<file path="config.mk">
export PLATFORM = sky130hd
export DESIGN_NAME = vclk_pattern_gen
export DESIGN_NICKNAME = d
export VERILOG_FILES = /design/src/rtl/vpg_pkg.sv /design/src/rtl/vpg_cfg_regs.sv /design/src/rtl/vpg_line_timer.sv /design/src/rtl/vpg_phase_shaper.sv /design/src/rtl/vclk_pattern_gen.sv
export SDC_FILE = /design/constraint.sdc
export NUM_CORES = 1
export LEC_CHECK = 0
export BUFFER_PORTS_ARGS = -buffer_cell sky130_fd_sc_hd__buf_2
export CORE_MARGIN = 8
export CORE_UTILIZATION = 45
export CTS_CLUSTER_SIZE = 24
export DETAILED_ROUTE_END_ITERATION = 16
export GPL_TIMING_DRIVEN = 0
export SKIP_CTS_REPAIR_TIMING = 1
export SYNTH_ARGS = -nofsm -noshare
export SYNTH_HDL_FRONTEND = slang
export SYNTH_SLANG_ARGS = --single-unit
</file>
<file path="constraint.sdc">
create_clock -name clk -period 20.9 [get_ports clk]
set_input_delay 4.18 -clock clk [delete_from_list [all_inputs] [get_ports clk]]
set_output_delay 4.18 -clock clk [all_outputs]
set_load 0.02 [all_outputs]
</file>
<file path="src/rtl/vpg_pkg.sv">
package vpg_pkg;
  // Field codes inside one pattern's address window.
  typedef enum logic [2:0] {
    FLD_LEN   = 3'd0,
    FLD_REP   = 3'd1,
    FLD_SPARE = 3'd2,
    FLD_SPR2  = 3'd3,
    FLD_PH0   = 3'd4,
    FLD_PH1   = 3'd5,
    FLD_PH2   = 3'd6,
    FLD_PH3   = 3'd7
  } vpg_field_e;

  localparam int unsigned FLD_W = 3;
endpackage

</file>
<file path="src/rtl/vpg_cfg_regs.sv">
module vpg_cfg_regs
  import vpg_pkg::*;
#(
  parameter int unsigned NUM_PAT = 4,
  parameter int unsigned NUM_PH  = 4,
  parameter int unsigned CNT_W   = 12,
  parameter int unsigned REP_W   = 8,
  localparam int unsigned PAT_W  = $clog2(NUM_PAT),
  localparam int unsigned ADDR_W = PAT_W + FLD_W,
  localparam int unsigned DATA_W = 2 * CNT_W + 1
) (
  input  logic                                      clk,
  input  logic                                      rst_n,
  input  logic                                      wr_en,
  input  logic [ADDR_W-1:0]                         wr_addr,
  input  logic [DATA_W-1:0]                         wr_data,
  output logic [NUM_PAT-1:0][CNT_W-1:0]             len_o,
  output logic [NUM_PAT-1:0][REP_W-1:0]             rep_o,
  output logic [NUM_PAT-1:0][NUM_PH-1:0][CNT_W-1:0] tog_a_o,
  output logic [NUM_PAT-1:0][NUM_PH-1:0][CNT_W-1:0] tog_b_o,
  output logic [NUM_PAT-1:0][NUM_PH-1:0]            start_o
);

  logic [FLD_W-1:0] fld;
  logic [PAT_W-1:0] pat;

  assign fld = wr_addr[FLD_W-1:0];
  assign pat = wr_addr[ADDR_W-1:FLD_W];

  for (genvar g = 0; g < NUM_PAT; g++) begin : g_pat
    logic             sel_hit;
    logic             len_en;
    logic             rep_en;
    logic [CNT_W-1:0] len_r;
    logic [REP_W-1:0] rep_r;

    assign sel_hit = wr_en && (pat == PAT_W'(g));
    assign len_en  = sel_hit && (fld == FLD_LEN);
    assign rep_en  = sel_hit && (fld == FLD_REP);

    always_ff @(posedge clk or negedge rst_n) begin
      if (!rst_n) begin
        len_r <= '0;
        rep_r <= '0;
      end else begin
        if (len_en) len_r <= wr_data[CNT_W-1:0];
        if (rep_en) rep_r <= wr_data[REP_W-1:0];
      end
    end

    assign len_o[g] = len_r;
    assign rep_o[g] = rep_r;

    for (genvar p = 0; p < NUM_PH; p++) begin : g_ph
      logic             ph_en;
      logic [CNT_W-1:0] ta_r;
      logic [CNT_W-1:0] tb_r;
      logic             st_r;

      assign ph_en = sel_hit && (fld == FLD_W'(NUM_PH + p));

      always_ff @(posedge clk or negedge rst_n) begin
        if (!rst_n) begin
          ta_r <= '0;
          tb_r <= '0;
          st_r <= 1'b0;
        end else if (ph_en) begin
          ta_r <= wr_data[CNT_W-1:0];
          tb_r <= wr_data[2*CNT_W-1:CNT_W];
          st_r <= wr_data[2*CNT_W];
        end
      end

      assign tog_a_o[g][p] = ta_r;
      assign tog_b_o[g][p] = tb_r;
      assign start_o[g][p] = st_r;
    end
  end

endmodule

</file>
<file path="src/rtl/vpg_line_timer.sv">
module vpg_line_timer #(
  parameter int unsigned NUM_PAT = 4,
  parameter int unsigned CNT_W   = 12,
  parameter int unsigned REP_W   = 8,
  localparam int unsigned PAT_W  = $clog2(NUM_PAT)
) (
  input  logic             clk,
  input  logic             rst_n,
  input  logic             line_start,
  input  logic [PAT_W-1:0] pat_sel,
  input  logic [CNT_W-1:0] cur_len,
  input  logic [REP_W-1:0] cur_rep,
  output logic [CNT_W-1:0] pix_o,
  output logic [REP_W-1:0] rep_idx_o,
  output logic             done_o,
  output logic [PAT_W-1:0] sel_o
);

  logic [CNT_W-1:0] pix_q, pix_d;
  logic [REP_W-1:0] rep_q, rep_d;
  logic             done_q, done_d;
  logic [PAT_W-1:0] sel_q, sel_d;
  logic             run;
  logic             wrap;
  logic             last_rep;

  assign run      = !done_q && (cur_rep != '0);
  assign wrap     = (pix_q == cur_len - CNT_W'(1));
  assign last_rep = (rep_q == cur_rep - REP_W'(1));

  always_comb begin
    pix_d  = pix_q;
    rep_d  = rep_q;
    done_d = done_q;
    sel_d  = sel_q;
    if (line_start) begin
      pix_d  = '0;
      rep_d  = '0;
      done_d = 1'b0;
      sel_d  = pat_sel;
    end else if (run) begin
      if (wrap) begin
        pix_d = '0;
        if (last_rep) done_d = 1'b1;
        else          rep_d  = rep_q + REP_W'(1);
      end else begin
        pix_d = pix_q + CNT_W'(1);
      end
    end
  end

  always_ff @(posedge clk or negedge rst_n) begin
    if (!rst_n) begin
      pix_q  <= '0;
      rep_q  <= '0;
      done_q <= 1'b1;
      sel_q  <= '0;
    end else begin
      pix_q  <= pix_d;
      rep_q  <= rep_d;
      done_q <= done_d;
      sel_q  <= sel_d;
    end
  end

  assign pix_o     = pix_q;
  assign rep_idx_o = rep_q;
  assign done_o    = done_q;
  assign sel_o     = sel_q;

endmodule

</file>
<file path="src/rtl/vpg_phase_shaper.sv">
module vpg_phase_shaper #(
  parameter int unsigned CNT_W = 12
) (
  input  logic [CNT_W-1:0] pix,
  input  logic [CNT_W-1:0] len,
  input  logic [CNT_W-1:0] tog_a,
  input  logic [CNT_W-1:0] tog_b,
  input  logic             start_lvl,
  input  logic             hold,
  output logic             lvl
);

  logic a_passed;
  logic b_passed;

  always_comb begin
    a_passed = (tog_a < len) && (pix >= tog_a);
    b_passed = (tog_b < len) && (pix >= tog_b);
    if (hold) lvl = start_lvl;
    else      lvl = start_lvl ^ a_passed ^ b_passed;
  end

endmodule

</file>
<file path="src/rtl/vclk_pattern_gen.sv">
module vclk_pattern_gen
  import vpg_pkg::*;
#(
  parameter int unsigned NUM_PAT = 4,
  parameter int unsigned NUM_PH  = 4,
  parameter int unsigned CNT_W   = 12,
  parameter int unsigned REP_W   = 8,
  localparam int unsigned PAT_W  = $clog2(NUM_PAT),
  localparam int unsigned ADDR_W = PAT_W + FLD_W,
  localparam int unsigned DATA_W = 2 * CNT_W + 1
) (
  input  logic              clk,
  input  logic              rst_n,
  input  logic              wr_en,
  input  logic [ADDR_W-1:0] wr_addr,
  input  logic [DATA_W-1:0] wr_data,
  input  logic              line_start,
  input  logic [PAT_W-1:0]  pat_sel,
  output logic [NUM_PH-1:0] vphase
);

  logic [1:0] rst_sync_q;
  logic       rst_core_n;

  always_ff @(posedge clk or negedge rst_n) begin
    if (!rst_n) rst_sync_q <= 2'b00;
    else        rst_sync_q <= {rst_sync_q[0], 1'b1};
  end
  assign rst_core_n = rst_sync_q[1];

  logic [NUM_PAT-1:0][CNT_W-1:0]             len_all;
  logic [NUM_PAT-1:0][REP_W-1:0]             rep_all;
  logic [NUM_PAT-1:0][NUM_PH-1:0][CNT_W-1:0] tog_a_all;
  logic [NUM_PAT-1:0][NUM_PH-1:0][CNT_W-1:0] tog_b_all;
  logic [NUM_PAT-1:0][NUM_PH-1:0]            start_all;

  vpg_cfg_regs #(
    .NUM_PAT(NUM_PAT), .NUM_PH(NUM_PH), .CNT_W(CNT_W), .REP_W(REP_W)
  ) cfg_i (
    .clk     (clk),
    .rst_n   (rst_core_n),
    .wr_en   (wr_en),
    .wr_addr (wr_addr),
    .wr_data (wr_data),
    .len_o   (len_all),
    .rep_o   (rep_all),
    .tog_a_o (tog_a_all),
    .tog_b_o (tog_b_all),
    .start_o (start_all)
  );

  logic [CNT_W-1:0] pix;
  logic [REP_W-1:0] rep_idx;
  logic             done;
  logic [PAT_W-1:0] sel_q;
  logic [CNT_W-1:0] cur_len;
  logic [REP_W-1:0] cur_rep;
  logic [NUM_PH-1:0] cur_start;
  logic             hold;

  assign cur_len   = len_all[sel_q];
  assign cur_rep   = rep_all[sel_q];
  assign cur_start = start_all[sel_q];
  assign hold      = done || (cur_rep == '0);

  vpg_line_timer #(
    .NUM_PAT(NUM_PAT), .CNT_W(CNT_W), .REP_W(REP_W)
  ) timer_i (
    .clk        (clk),
    .rst_n      (rst_core_n),
    .line_start (line_start),
    .pat_sel    (pat_sel),
    .cur_len    (cur_len),
    .cur_rep    (cur_rep),
    .pix_o      (pix),
    .rep_idx_o  (rep_idx),
    .done_o     (done),
    .sel_o      (sel_q)
  );

  for (genvar p = 0; p < NUM_PH; p++) begin : g_shape
    vpg_phase_shaper #(.CNT_W(CNT_W)) shaper_i (
      .pix       (pix),
      .len       (cur_len),
      .tog_a     (tog_a_all[sel_q][p]),
      .tog_b     (tog_b_all[sel_q][p]),
      .start_lvl (cur_start[p]),
      .hold      (hold),
      .lvl       (vphase[p])
    );
  end

endmodule

</file>
==> out/summary.txt, run 1 <==
Routed WL - 76,700 um
Final nets - 2,326
overall die height - 261 um
highest-count cells in the layout ignoring fill and taps - 503 x dfrtp_1, 486 x mux2_2, 189 x ha_1, 114 x mux4_2, 114 x inv_1
GRT Total Usage - 0.230
Place WS - 9.52 ns
most common cell after layout, fill and taps aside - dfrtp_1
drc violations - 0
Worst path slowest cell - clkbuf_1
clk_skew - 0.0264 ns
post-synth net total - 2,225
clk slew on worst S/H paths - 0.06 ns
met1 usage - 0.329
async set-reset flop share out of synthesis - 1.00
Final setup viols - 0
CP startpoint - timer_i.sel_o[1]$_DFFE_PN0P_
critical path class - reg -> out
share of cells above drive strength 1 - 0.357
clock period minus worst slack - 11.77 ns
crit path to - vphase[2]
WP data required - 16.72 ns
Flop pwr share - 0.394
core area - 0.0599 sq mm
sw power - 986 uW
Post-DP HPWL - 54,500 um
#FFs+latches synth - 505
CTS tree - done
Die W - 261 um
most used cell, CP - buf_2
Crit path depth - 18
switching share of power - 0.307
EDFF count, synth - 0
unrepaired setup endpoints after global routing - no
Comb pwr share - 0.288
area growth from synthesis to layout - 12.2%
Die ar. - 0.0682 sq mm
dpl cell area - 0.0284 sq mm
Worst-Margin Slew - 1.28 ns
Detail Route Antenna Nets - 0
PD cells - 106 mW/mm^2
Largest delay share family, worst path - buffers and inverters
Starting Density - 0.451
CTS Buffer Depth - 3
Slew headroom - 0.149
worst-path fanout max - 10
Post-Layout Inst Area - 0.0303 sq mm
DR vias/cell - 5.93
Worst-Skew Late Latency - 0.62 ns
synthesized instance count - 2,000
Netlist cell types - 70
I/O Pins - 40
initial antenna violation count - 2
clock power share - 0.318
R2R setup slack - 16.37 ns
busiest grt layer - met2
final hold violation count - 0
Crit path largest cell delay - 0.91 ns
Setup WS post-layout - 9.13 ns
period utilization - 0.563
ys flop type - dfrtp_1
synthesized area - 0.0270 sq mm
FP Rows - 90
met2 usage - 0.361
wire length per cell - 26.2 um
total CTS buffers - 56
Avg Cell Area, Syn - 13.5 sq um
status - finished clean
CTS Sinks - 505
HP Class - reg -> async
P_int - 2230 uW
worst ir drop on vdd - 0.0738 mV
Crit. End Element - output port
CP arrival - 7.59 ns
root buffer cell - clkbuf_16
Initial DRC Count - 1,355
worst r2r path cells - 11
Vias - 17,400
grt met3 use - 0.0376
worst reg2reg startpoint - timer_i.sel_o[1]$_DFFE_PN0P_
sum of negative setup slack - 0 ns
Initial DRT Pass Iterations - 8
Worst Path Buf+Inv - 8
vias in the first global route - 18,400
total grt overflow - 0
Yosys warning count - 0
first-pass GRT wire length - 117,000 um
Slew Limit Fails - 0
Max Freq - 84.9 MHz
leakage power - 0.0138 uW
# Max-Cap Violations - 0
CP startpoint kind - flip-flop
Reg-to-Reg End - timer_i.pix_o[10]$_DFFE_PN0P_
critical path, cell by cell - clkbuf_1, buf_2, buf_2, buf_1, buf_1, clkbuf_1, mux4_2, ha_1, a21o_1, a221oi_1, o21ai_0, o31a_1, a211oi_1, xor2_1, nand2_1, xnor2_1, buf_4, buf_2
largest net degree at the start of global routing - 71
gp weighted congestion - 0.891
# fillers - 5,160
CTS H-tree lvls - 2
Seq/Total Area, Yosys - 0.468
port buffer count - 34
-- final cells by class --
type / instances / area, sq um / share of cell area
clock inverters: 19 / 249 / 0.00821
repair buffers: 43 / 398 / 0.0131
inverters: 114 / 428 / 0.0141
clock buffers: 84 / 1670 / 0.0550
diodes: 3 / 7.51 / 0.000247
multi-input cells: 1268 / 13500 / 0.445
plain buffers: 113 / 479 / 0.0158
well taps: 782 / 978 / 0.0323
flip-flops and latches: 505 / 12600 / 0.417
-- worst register-to-register path: cells and delay by family (launching register included) --
| family | cells | cell delay [ns] |
|---|---|---|
| buffers and inverters | 5 | 1.38 |
| AOI/OAI and AO/OA | 3 | 1.37 |
| muxes | 1 | 0.34 |
| adders and majority gates | 1 | 0.19 |
| DFF | 1 | 0.32 |
| and+or+nand+nor | 1 | 0.82 |
-- power groups by stage --
stage	logic (uW)	clock network, uW	registers [uW]
after floorplan	663	0	1260
after global placement	863	0	1290
after global routing	1020	1080	1290
final	924	1020	1270
after CTS	925	1040	1270
after detailed placement	920	0	1280
-- per-stage QoR --
stage	hold slack [ns]	util	std cells	power (uW)
finish	0.142	0.506	2931	3210
global route	0.161	0.506	2928	3390
CTS	0.151	0.506	2927	3230
detailed placement	0.146	0.474	2824	2200
global placement	0.337	0.470	2816	2150
floorplan	0.331	-	2000	1920
-- worst min path at each step --
| stage | startpoint | to | slack (ns) | depth (start not counted) |
|---|---|---|---|---|
| final | rst_sync_q[1]$_DFF_PN0_ | cfg_i.g_pat[0].g_ph[1].ta_r[5]$_DFFE_PN0P_ | 0.14 | 0 |
| after global routing | rst_sync_q[1]$_DFF_PN0_ | cfg_i.g_pat[0].g_ph[1].ta_r[5]$_DFFE_PN0P_ | 0.16 | 0 |
| after CTS | rst_sync_q[1]$_DFF_PN0_ | cfg_i.g_pat[0].g_ph[1].ta_r[5]$_DFFE_PN0P_ | 0.15 | 0 |
| after detailed placement | rst_sync_q[1]$_DFF_PN0_ | cfg_i.g_pat[1].g_ph[1].ta_r[5]$_DFFE_PN0P_ | 0.15 | 0 |
| after global placement | rst_sync_q[0]$_DFF_PN0_ | rst_sync_q[1]$_DFF_PN0_ | 0.34 | 0 |
| after floorplan | rst_sync_q[0]$_DFF_PN0_ | rst_sync_q[1]$_DFF_PN0_ | 0.33 | 0 |
-- registers in the layout, indices dropped and copies added, names as in the netlist --
register	cells
cfg_i.g_pat.g_ph.tb_r	192
cfg_i.g_pat.len_r	48
timer_i.pix_o	12
timer_i.done_o	1
rst_sync_q	2
timer_i.sel_o	2
cfg_i.g_pat.rep_r	32
cfg_i.g_pat.g_ph.st_r	16
cfg_i.g_pat.g_ph.ta_r	192
timer_i.rep_idx_o	8
-- cell usage after synthesis, types with 9 or more instances --
master | instances | share of area
xnor2_1 | 25 | 0.0081
o21ai_0 | 43 | 0.0080
o21a_1 | 14 | 0.0039
nand3_1 | 22 | 0.0041
a21o_1 | 21 | 0.0058
mux2_2 | 486 | 0.20
mux4_2 | 114 | 0.095
nor2_1 | 57 | 0.0079
inv_1 | 114 | 0.016
ha_1 | 189 | 0.087
nor2b_1 | 15 | 0.0035
nand2b_1 | 21 | 0.0049
clkbuf_1 | 90 | 0.012
dfrtp_1 | 504 | 0.47
buf_1 | 12 | 0.0017
a21oi_1 | 51 | 0.0094
nor3_1 | 16 | 0.0030
nand2_1 | 49 | 0.0068
nand4_1 | 9 | 0.0021
-- kinds of logic (layout without fill, tap and decap cells) --
logic type                 count (synthesis)  after routing  share of synthesized area
xor gates and xnor gates                  33             33                     0.0107
buffers and inverters                    227            373                     0.0334
muxes                                    611            611                      0.307
other                                      1              4                   0.000139
and+or+nand+nor                          237            237                     0.0457
DFF                                      505            505                      0.468
AOI/OAI and AO/OA                        196            196                     0.0481
adders and majority gates                190            190                     0.0879
-- per-layer routing --
metal  vias to the layer above  share of wire
li1                       7587              -
met1                      9202           0.46
met2                       456           0.46
met3                       133          0.058
met4                         0          0.028
met5                         -              0
(Power assumes the default switching activity.)
==> run 2: changes to the inputs <==
Clock period 20.9 ns to 11.95 ns, I/O delays scaled along.
==> out/summary.txt, run 2 (synthesis gave the netlist of run 1 again) <==
Die W - 261 um (unchanged)
gp weighted congestion - 0.904 (was 0.891)
I/O Pins - 40 (unchanged)
share of cells above drive strength 1 - 0.357 (about the same)
Vias - 17,300 (was 17,400)
highest metal used - met4 (unchanged)
# Max-Cap Violations - 0 (unchanged)
CTS Sinks - 505 (unchanged)
DR WL met3 - 3980 um (was 4410 um)
total grt overflow - 0 (unchanged)
core area - 0.0599 sq mm (unchanged)
WP data required - 9.56 ns (was 16.72 ns)
first-pass GRT wire length - 117,000 um (about the same)
worst r2r path cells - 13 (was 11)
Crit path largest cell delay - 1.08 ns (was 0.91 ns)
Starting Density - 0.451 (unchanged)
CP startpoint - timer_i.sel_o[0]$_DFFE_PN0P_ (was timer_i.sel_o[1]$_DFFE_PN0P_)
PD cells - 187 mW/mm^2 (was 106 mW/mm^2)
critical path class - reg -> out (unchanged)
# fillers - 5,222 (was 5,160)
port buffer count - 34 (unchanged)
unrepaired setup endpoints after global routing - no (unchanged)
Slew headroom - 0.0779 (was 0.149)
leakage power - 0.0138 uW (about the same)
CTS H-tree lvls - 2 (unchanged)
R2R setup slack - 7.47 ns (was 16.37 ns)
worst reg2reg startpoint - timer_i.sel_o[1]$_DFFE_PN0P_ (unchanged)
crit path to - vphase[2] (unchanged)
drc violations - 0 (unchanged)
Worst-Margin Slew - 1.38 ns (was 1.28 ns)
Final Total Pwr - 5680 uW (was 3210 uW)
worst ir drop on vdd - 0.104 mV (was 0.0738 mV)
CP startpoint kind - flip-flop (unchanged)
FP Rows - 90 (unchanged)
Detail Route Antenna Nets - 0 (unchanged)
HP Class - reg -> reg (was reg -> async)
highest-count cells in the layout ignoring fill and taps - 503 x dfrtp_1, 486 x mux2_2, 189 x ha_1, 114 x mux4_2, 114 x inv_1 (unchanged)
Initial DRC Count - 1,338 (was 1,355)
CP arrival - 7.72 ns (was 7.59 ns)
clock period minus worst slack - 10.11 ns
Initial DRT Pass Iterations - 5 (was 8)
CTS Buffer Depth - 3 (unchanged)
Routed WL - 77,300 um (was 76,700 um)
Die ar. - 0.0682 sq mm (unchanged)
largest net degree at the start of global routing - 73 (was 71)
DR vias/cell - 5.92 (was 5.93)
root buffer cell - clkbuf_16 (unchanged)
initial antenna violation count - 0 (was 2)
Metal-1 WL - 35,100 um (about the same)
Final setup viols - 0 (unchanged)
clk slew on worst S/H paths - 0.06 ns (about the same)
Worst path slowest cell - buf_1 (was clkbuf_1)
Reg-to-Reg End - timer_i.rep_idx_o[5]$_DFFE_PN0P_ (was timer_i.pix_o[10]$_DFFE_PN0P_)
largest registers - cfg_i.g_pat.g_ph.ta_r (192), cfg_i.g_pat.g_ph.tb_r (192), cfg_i.g_pat.len_r (48) (unchanged)
Crit. End Element - output port (unchanged)
status - finished clean (unchanged)
period utilization - 0.846
wire length per cell - 26.4 um (was 26.2 um)
Final nets - 2,324 (was 2,326)
worst-path fanout max - 10 (unchanged)
final hold violation count - 0 (unchanged)
clk_skew - 0.0270 ns (was 0.0264 ns)
area growth from synthesis to layout - 12.3% (was 12.2%)
overall die height - 261 um (unchanged)
GRT Total Usage - 0.231 (was 0.230)
total CTS buffers - 56 (unchanged)
Slew Limit Fails - 0 (unchanged)
met2 wire length - 36,000 um (was 35,000 um)
critical path, cell by cell - buf_6, buf_12, buf_2, clkbuf_1, clkbuf_1, buf_1, mux4_2, ha_1, a21o_1, a221oi_1, o21ai_0, o31a_1, a211oi_1, xor2_1, nand2_1, xnor2_1, buf_4, buf_2 (was clkbuf_1, buf_2, buf_2, buf_1, buf_1, clkbuf_1, mux4_2, ha_1, a21o_1, a221oi_1, o21ai_0, o31a_1, a211oi_1, xor2_1, nand2_1, xnor2_1, buf_4, buf_2)
Worst-Skew Late Latency - 0.62 ns (about the same)
Post-DP HPWL - 54,500 um (about the same)
CTS tree - done (unchanged)
vias in the first global route - 18,100 (was 18,400)
Max Freq - 99.0 MHz
sum of negative setup slack - 0 ns (unchanged)
most common cell after layout, fill and taps aside - dfrtp_1 (unchanged)
-- run 2: cell count changes in the layout (fill, tap and decap cells not counted), sizes merged --
| cell | before | now |
|---|---|---|
| buf | 64 | 63 |
| inv | 115 | 117 |
| clkbuf | 176 | 173 |
| clkinv | 12 | 8 |
| diode | 3 | 2 |
| bufinv | 5 | 8 |
-- run 2: worst min-delay path by stage --
stage,startpoint,to,slack [ns],cells past startpoint
6_report,rst_sync_q[0]$_DFF_PN0_,rst_sync_q[1]$_DFF_PN0_,0.34,0
5_1_grt,rst_sync_q[0]$_DFF_PN0_,rst_sync_q[1]$_DFF_PN0_,0.35,0
4_1_cts,rst_sync_q[0]$_DFF_PN0_,rst_sync_q[1]$_DFF_PN0_,0.35,0
3_5_place_dp,rst_sync_q[0]$_DFF_PN0_,rst_sync_q[1]$_DFF_PN0_,0.34,0
3_3_place_gp,rst_sync_q[0]$_DFF_PN0_,rst_sync_q[1]$_DFF_PN0_,0.34,0
2_1_floorplan,rst_sync_q[0]$_DFF_PN0_,rst_sync_q[1]$_DFF_PN0_,0.33,0
-- run 2: metal layers --
metal	global-route usage	vias up
met5	0	-
met4	0.0649	0
met3	0.0372	119
met2	0.375	452
met1	0.319	9189
li1	-	7575
-- run 2: cell type report --
class / instances / area, sq um / share of cell area
plain buffers: 113 / 478 / 0.0157
clock buffers: 82 / 1660 / 0.0546
clock inverters: 20 / 329 / 0.0108
inverters: 114 / 428 / 0.0141
diodes: 2 / 5.00 / 0.000165
repair buffers: 41 / 355 / 0.0117
flip-flops and latches: 505 / 12600 / 0.416
well taps: 782 / 978 / 0.0322
multi-input cells: 1268 / 13500 / 0.444
-- run 2: critical path: cells and delay by family, from the launching register on --
kind                     cells  cell delay [ns]
AO/OA/AOI/OAI                5             1.41
XOR/XNOR                     2             0.56
adder cells (fa/ha/maj)      1             0.32
buffers and inverters        8             3.68
flip-flops                   1             0.33
multiplexers                 1             0.69
AND/OR/NAND/NOR              1             0.08
-- run 2: metrics by stage --
step           setup slack [ns]   util  instance area, sq um  cells  hold WS, ns
4_1_cts                    1.73  0.507                 30400   2925        0.348
3_5_place_dp               2.45  0.474                 28400   2823        0.341
6_report                   1.84  0.507                 30400   2927        0.345
3_3_place_gp              0.918  0.470                 28200   2816        0.337
2_1_floorplan              3.73      -                 27000   2000        0.331
5_1_grt                    1.43  0.507                 30400   2925        0.345
-- run 2: where the power goes --
group	internal (uW)	switching [uW]
clock network	1130	717
registers	2030	184
logic	791	822
